**src/rtl/acq_seq_pkg.sv**
```systemverilog
package acq_seq_pkg;

   typedef enum logic [1:0] {
      SEQ_IDLE  = 2'd0,
      SEQ_CLEAR = 2'd1,
      SEQ_RUN   = 2'd2
   } seq_state_e;

endpackage

```
**src/rtl/acq_sync.sv**
```systemverilog
module acq_sync #(
   parameter int STAGES = 2
) (
   input  logic clk_i,
   input  logic rst_ni,
   input  logic async_i,
   output logic sync_o
);

   logic [STAGES-1:0] chain_q;

   genvar s;
   generate
      for (s = 0; s < STAGES; s++) begin : g_stage
         if (s == 0) begin : g_first
            always_ff @(posedge clk_i) begin
               if (!rst_ni) chain_q[0] <= 1'b0;
               else         chain_q[0] <= async_i;
            end
         end else begin : g_next
            always_ff @(posedge clk_i) begin
               if (!rst_ni) chain_q[s] <= 1'b0;
               else         chain_q[s] <= chain_q[s-1];
            end
         end
      end
   endgenerate

   assign sync_o = chain_q[STAGES-1];

endmodule

```
**src/rtl/acq_phase_div.sv**
```systemverilog
module acq_phase_div #(
   parameter int DIV_RATIO = 4
) (
   input  logic clk_i,
   input  logic rst_ni,
   input  logic restart_i,
   input  logic advance_i,
   output logic phase_zero_o,
   output logic high_half_o
);

   localparam int PH_W = $clog2(DIV_RATIO);

   logic [PH_W-1:0] phase_q;

   always_ff @(posedge clk_i) begin
      if (!rst_ni)        phase_q <= '0;
      else if (restart_i) phase_q <= '0;
      else if (advance_i) phase_q <= phase_q + 1'b1;
   end

   assign phase_zero_o = (phase_q == '0);
   assign high_half_o  = ~phase_q[PH_W-1];

endmodule

```
**src/rtl/acq_bx_count.sv**
```systemverilog
module acq_bx_count #(
   parameter int WIDTH = 16
) (
   input  logic             clk_i,
   input  logic             rst_ni,
   input  logic             zero_i,
   input  logic             step_i,
   output logic [WIDTH-1:0] count_o
);

   logic [WIDTH-1:0] count_q;

   always_ff @(posedge clk_i) begin
      if (!rst_ni)     count_q <= '0;
      else if (zero_i) count_q <= '0;
      else if (step_i) count_q <= count_q + 1'b1;
   end

   assign count_o = count_q;

endmodule

```
**src/rtl/acq_sequencer.sv**
```systemverilog
module acq_sequencer
   import acq_seq_pkg::*;
#(
   parameter int SYNC_STAGES = 2,
   parameter int DIV_RATIO   = 4,
   parameter int BX_WIDTH    = 16
) (
   input  logic                clk_i,
   input  logic                rst_ni,
   input  logic                shutter_i,
   output logic                clear_o,
   output logic                int_shutter_o,
   output logic                sclk_o,
   output logic                sample_stb_o,
   output logic [BX_WIDTH-1:0] bx_count_o
);

   generate
      if (SYNC_STAGES < 2) begin : g_bad_sync
         $error("acq_sequencer: SYNC_STAGES must be at least 2");
      end
      if (DIV_RATIO < 2 || (DIV_RATIO & (DIV_RATIO - 1)) != 0) begin : g_bad_div
         $error("acq_sequencer: DIV_RATIO must be a power of two >= 2");
      end
      if (BX_WIDTH < 2) begin : g_bad_bx
         $error("acq_sequencer: BX_WIDTH must be at least 2");
      end
   endgenerate

   logic       shut_lvl;
   logic       shut_prev_q;
   logic       shut_rise;
   seq_state_e state_q, state_d;
   logic       in_clear, in_run;
   logic       ph_zero, ph_high;

   acq_sync #(.STAGES(SYNC_STAGES)) i_sync (
      .clk_i   (clk_i),
      .rst_ni  (rst_ni),
      .async_i (shutter_i),
      .sync_o  (shut_lvl)
   );

   always_ff @(posedge clk_i) begin
      if (!rst_ni) shut_prev_q <= 1'b0;
      else         shut_prev_q <= shut_lvl;
   end

   assign shut_rise = shut_lvl & ~shut_prev_q;

   always_comb begin
      state_d = state_q;
      unique case (state_q)
         SEQ_IDLE:  if (shut_rise) state_d = SEQ_CLEAR;
         SEQ_CLEAR: state_d = shut_lvl ? SEQ_RUN : SEQ_IDLE;
         SEQ_RUN:   if (!shut_lvl) state_d = SEQ_IDLE;
         default:   state_d = SEQ_IDLE;
      endcase
   end

   always_ff @(posedge clk_i) begin
      if (!rst_ni) state_q <= SEQ_IDLE;
      else         state_q <= state_d;
   end

   assign in_clear = (state_q == SEQ_CLEAR);
   assign in_run   = (state_q == SEQ_RUN);

   acq_phase_div #(.DIV_RATIO(DIV_RATIO)) i_div (
      .clk_i        (clk_i),
      .rst_ni       (rst_ni),
      .restart_i    (in_clear),
      .advance_i    (in_run),
      .phase_zero_o (ph_zero),
      .high_half_o  (ph_high)
   );

   assign sample_stb_o  = in_run & ph_zero;
   assign sclk_o        = in_run & ph_high;
   assign clear_o       = in_clear;
   assign int_shutter_o = in_run;

   acq_bx_count #(.WIDTH(BX_WIDTH)) i_bx (
      .clk_i   (clk_i),
      .rst_ni  (rst_ni),
      .zero_i  (in_clear),
      .step_i  (sample_stb_o),
      .count_o (bx_count_o)
   );

endmodule

```
**config.mk**
```make
export PLATFORM = sky130hd
export DESIGN_NAME = acq_sequencer
export DESIGN_NICKNAME = d
export VERILOG_FILES = /design/src/rtl/acq_seq_pkg.sv /design/src/rtl/acq_sync.sv /design/src/rtl/acq_phase_div.sv /design/src/rtl/acq_bx_count.sv /design/src/rtl/acq_sequencer.sv
export SDC_FILE = /design/constraint.sdc
export NUM_CORES = 1
export LEC_CHECK = 0
export CORE_MARGIN = 4
export CORE_UTILIZATION = 48
export DETAILED_ROUTE_END_ITERATION = 16
export GPL_TIMING_DRIVEN = 0
export PLACE_DENSITY_LB_ADDON = 0.12
export SYNTH_ARGS = -nofsm -noshare
export SYNTH_HDL_FRONTEND = slang
export SYNTH_SLANG_ARGS = --single-unit
```
**constraint.sdc**
```tcl
create_clock -name clk_i -period 1.9 [get_ports clk_i]
set_input_delay 0.57 -clock clk_i [delete_from_list [all_inputs] [get_ports clk_i]]
set_output_delay 0.57 -clock clk_i [all_outputs]
set_load 0.1 [all_outputs]
```
=== After elaboration in Yosys (flattened, before gate mapping) ===
Index checks and enable logic that the tools add are counted.

* Mux-type cells: 4
* Reductions and logical operators: 4
* $mul: 0
* Shift operators: 0
* Magnitude comparators: 0
* Eq/ne operators: 4
* Bitwise logic cells: 6
* Div/mod/pow operators: 0
* Add/subtract/negate cells: 2

{| class="wikitable"
|+ Operator list
! operator !! count
|-
| $add 16x1->16 const B || 1
|-
| $mux 2 || 3
|-
| $pmux 2 s3 || 1
|-
| $logic_not 2->1 || 2
|-
| $ne 2x2->1 const B || 2
|-
| $and 1x1->1 || 3
|-
| $not 1->1 || 3
|-
| $add 2x1->2 const B || 1
|-
| $eq 2x1->1 const B || 1
|-
| $eq 2x2->1 const B || 1
|-
| $reduce_and 2->1 || 1
|-
| $reduce_or 2->1 || 1
|}

* Register bits: 23
* Bits in latches: 0
* Bits in writable memories: 0
* Memories kept: 0
* Memory bits (read-only): 0

=== Logic depth before layout (Yosys ltp) ===
* Word-level depth: 4
* Gate-level depth with buffers: 7

=== Cells and area by module ===
A second synthesis with hierarchy kept.

* Cells, all modules: 107
* Area total of the unflattened synthesis: 972.2 sq um

{| class="wikitable"
|+ By module, submodules not included
! module !! area an instance (sq um) !! instances !! cells an instance !! sequential area each (sq um)
|-
| acq_bx_count || 708.2 || 1 || 82 || 320.3
|-
| acq_sequencer || 118.9 || 1 || 11 || 60.1
|-
| acq_phase_div || 92.6 || 1 || 10 || 40.0
|-
| acq_sync || 52.6 || 1 || 4 || 40.0
|}

=== Worst setup path after synthesis ===
No wires, ideal clock.

* Path kind: register to output
* Start: reg state_q[0]
* End: out sclk_o
* Slack: -393 ps
* Data arrival time: 1723 ps
* Cell stages (with the launch flop): 3
* Path through: dfxtp_1 -> nand2b_4 -> nor2_1

* Cells in the longest elaborated chain, start to end: 2

{| class="wikitable"
|+ Ends and longest elaborated chain
! what !! line !! RTL
|-
| from (decl) || acq_sequencer.sv:33 || <nowiki>seq_state_e state_q, state_d;</nowiki>
|-
| from (signal assigned) || acq_sequencer.sv:63 || <nowiki>else state_q <= state_d;</nowiki>
|-
| $eq 2x2->1 || acq_sequencer.sv:67 || <nowiki>assign in_run = (state_q == SEQ_RUN);</nowiki>
|-
| $and 1x1->1 || acq_sequencer.sv:79 || <nowiki>assign sclk_o = in_run & ph_high;</nowiki>
|-
| to (decl) || acq_sequencer.sv:13 || <nowiki>output logic sclk_o,</nowiki>
|}

Every way passes these cells.

=== Worst setup path in the final report ===
* Start: reg i_bx.count_q[0] (netlist: i_bx.count_o[0])
* End: out bx_count_o[0]

{| class="wikitable"
|+ RTL lines
! what !! line !! RTL
|-
| from (decl) || acq_bx_count.sv:11 || <nowiki>logic [WIDTH-1:0] count_q;</nowiki>
|-
| from (signal assigned) || acq_bx_count.sv:16 || <nowiki>else if (step_i) count_q <= count_q + 1'b1;</nowiki>
|-
| to (decl) || acq_sequencer.sv:15 || <nowiki>output logic [BX_WIDTH-1:0] bx_count_o</nowiki>
|}

No word-level cell between the ends.

==> flow_summary.json <==
{
  "hp-start": "shut_prev_q",
  "place_area_sq_um": 1280,
  "grt_pass1_wl_microns": 3150,
  "synth_compound_area_share_pct": 6.95,
  "synth_cells": 109,
  "ys_types": 32,
  "antenna_left": 0,
  "place.gp.congestion": 0.809,
  "timing.fmax_ghz": 0.542,
  "maxSlewViolCount": 0,
  "yosys.area_share.simple_pct": 31.3,
  "cts.repair.resized": 75,
  "rsz0062_at_grt": "false",
  "yosys_warnings": 0,
  "mostFrequentLayoutCells": "dfxtp_2 (15), clkdlybuf4s15_2 (13), nor2_1 (11)",
  "seq_area_frac_synth_pct": 45.7,
  "r2r_end": "i_bx.count_o[8]",
  "worstMarginPinSlew_ns": 0.548,
  "final_common_cell": "dfxtp_2",
  "ir_worst_vdd_mv": 0.508,
  "die_area_sq_um": 2900,
  "cp-end-kind": "primary output",
  "period_minus_slack_ns": 1.85,
  "synth-edff-count": 0,
  "cts_tree": "yes",
  "clock_path_buffers": 2,
  "htree_levels": 1,
  "path_cells": "clkdlybuf4s15_2",
  "max_slew_margin_pct": 63.6,
  "via_per_inst": 5.14,
  "crit_type": "flop to primary output",
  "drcViolationCount": 0,
  "antenna_found_initial": 0,
  "fp.dieW_microns": 53.8,
  "min_path_type": "flop to flop",
  "grt_pass1_vias": 740,
  "cts-root-buf": "clkbuf_4",
  "worstPathArrival_ns": 1.28,
  "path_delay_family": "buffers and inverters",
  "synth_top_family_by_area": "simple AND/OR/NAND/NOR gates",
  "stdcell_count": 162,
  "cts_setup_buffers": 0,
  "cts_hold_repair.buffers": 0,
  "synthFlopType": "dfxtp_1",
  "grt_overflow": 0,
  "io_buffer_count": 22,
  "start_util_pct": 50.9,
  "slowest_stage": "clkdlybuf4s15_2",
  "finalSetupViolCount": 0,
  "regToRegSetupSlack_ns": 0.28,
  "fp.dieH_microns": 53.8,
  "synth-adder-area-share_pct": 2.48,
  "ys_seq_elements": 23,
  "slowest_delay_ns": 0.57,
  "diodes": 0,
  "pwr_density_cell_nw_per_um2": 555,
  "vias": 833,
  "synthMuxAreaShare_pct": 0,
  "clock_skew_ns": 0.00264,
  "cp_max_fo": 5,
  "core-area_sq_um": 1980,
  "design_area_sq_um": 1320,
  "dp.cells": 158,
  "clkTransAtPathRegs_ns": 0.12,
  "r2r_start": "i_div.phase_q[1]",
  "grt_max_degree": 13,
  "nets": 141,
  "cts_sinks": 23,
  "dp_hpwl_microns": 1450,
  "synth_xor_area_share_pct": 8.68,
  "syn_area_sq_um": 1010,
  "drive_gt1_share_pct": 39.3,
  "period_share_pct": 97.2,
  "hold_depth": 1,
  "cp.buffers_inverters": 1,
  "io_pins": 23,
  "cellLeakagePower_nw": 0.511,
  "routedWlPerCell_microns": 12.1,
  "run_status": "completed",
  "syn2layout_area_growth_pct": 31.3,
  "required_ns": 1.33,
  "clk_latency_ns": 0.31,
  "hold_viol": 0,
  "wirelength_microns": 1960,
  "post_synth.cell_area_avg_sq_um": 9.25,
  "drt_iter0_drc": 9,
  "ff2ff_path_depth": 7,
  "drv_cap": 0,
  "critPathLaunchType": "flop",
  "first_pass_iters": 4,
  "ys_async_sr_fraction_pct": 0,
  "hold_end": "state_q[0]",
  "synth_nets": 114,
  "cts_buffers": 3,
  "rows": 16,
  "fillers": 168,
  "track_usage_pct": 15.1
}
worst max-delay path by stage:
stage                          endpoint        startpoint  slack [ns]  depth (start not counted)
final                     bx_count_o[0]   i_bx.count_o[0]        0.05                          1
after global placement     sample_stb_o  i_div.phase_q[1]       -0.55                          5
after CTS                  sample_stb_o  i_div.phase_q[1]       0.001                          5
after floorplan                  sclk_o        state_q[0]        0.07                          2
after global routing      bx_count_o[3]   i_bx.count_o[3]       0.003                          1
after detailed placement   sample_stb_o  i_div.phase_q[1]       -0.56                          5
stage by stage:
step | total power, mW | hold WS [ns] | utilization, % | setup TNS [ns] | setup WS [ns]
2_1_floorplan | 0.514 | 0.374 | - | 0 | 0.0737
3_3_place_gp | 0.524 | 0.383 | 64.5 | -4.14 | -0.550
3_5_place_dp | 0.525 | 0.404 | 64.5 | -4.39 | -0.560
4_1_cts | 0.749 | 0.422 | 66.7 | 0 | 0.00106
5_1_grt | 0.766 | 0.417 | 66.8 | 0 | 0.00299
6_report | 0.734 | 0.405 | 66.8 | 0 | 0.0534
metal layers:
layer | share of wire [%] | global-route usage, % | vias to the layer above
met2 | 49 | 26.4 | 14
met4 | 1.9 | 7.66 | 0
met3 | 4.0 | 3.32 | 5
li1 | - | - | 432
met5 | 0 | 0 | -
met1 | 45 | 16.9 | 382
cells by family after synthesis:
family                   after synthesis
AND/OR/NAND/NOR                       50
XOR/XNOR                              10
buffers and inverters                 10
flip-flops                            23
AO/OA/AOI/OAI                         14
adder cells (fa/ha/maj)                2
synth_stat cells (2+ instances only):
library cell  count  area (sq um)
xor2_1            6          52.6
and2_1            2          12.5
ha_1              2          25.0
dfxtp_1          23           460
nand3_1           4          20.0
or3_1             5          31.3
inv_1             5          18.8
xnor2_1           4          35.0
nand4_1           5          31.3
o21ai_0           5          25.0
and4_2            2          20.0
nand2_1           7          26.3
a21oi_1           8          40.0
and3_1            2          12.5
nor2_1           12          45.0
registers in the layout, summed over array words and instances, names as in the netlist:
signal	cells
i_bx.count_o	16
i_sync.sync_o	1
i_sync.chain_q	1
shut_prev_q	1
state_q	2
i_div.phase_q	2
area by class of cell:
| type | instances | area, sq um | area share (%) |
|---|---|---|---|
| Timing Repair Buffer | 22 | 229 | 17.3 |
| Clock buffer | 4 | 26.3 | 1.98 |
| Inverter | 7 | 36.3 | 2.74 |
| Tap cell | 27 | 33.8 | 2.55 |
| Multi-Input combinational cell | 76 | 503 | 38.0 |
| Sequential cell | 23 | 479 | 36.2 |
| Buffer | 3 | 16.3 | 1.23 |
where the power goes:
| part | internal [mW] | switching (mW) | total [mW] |
|---|---|---|---|
| Sequential | 0.485 | 0.00138 | 0.486 |
| Clock | 0.0820 | 0.139 | 0.221 |
| Combinational | 0.00844 | 0.0183 | 0.0268 |
| Total | 0.576 | 0.159 | 0.734 |
No activity file was read; power rests on OpenSTA's default activity.
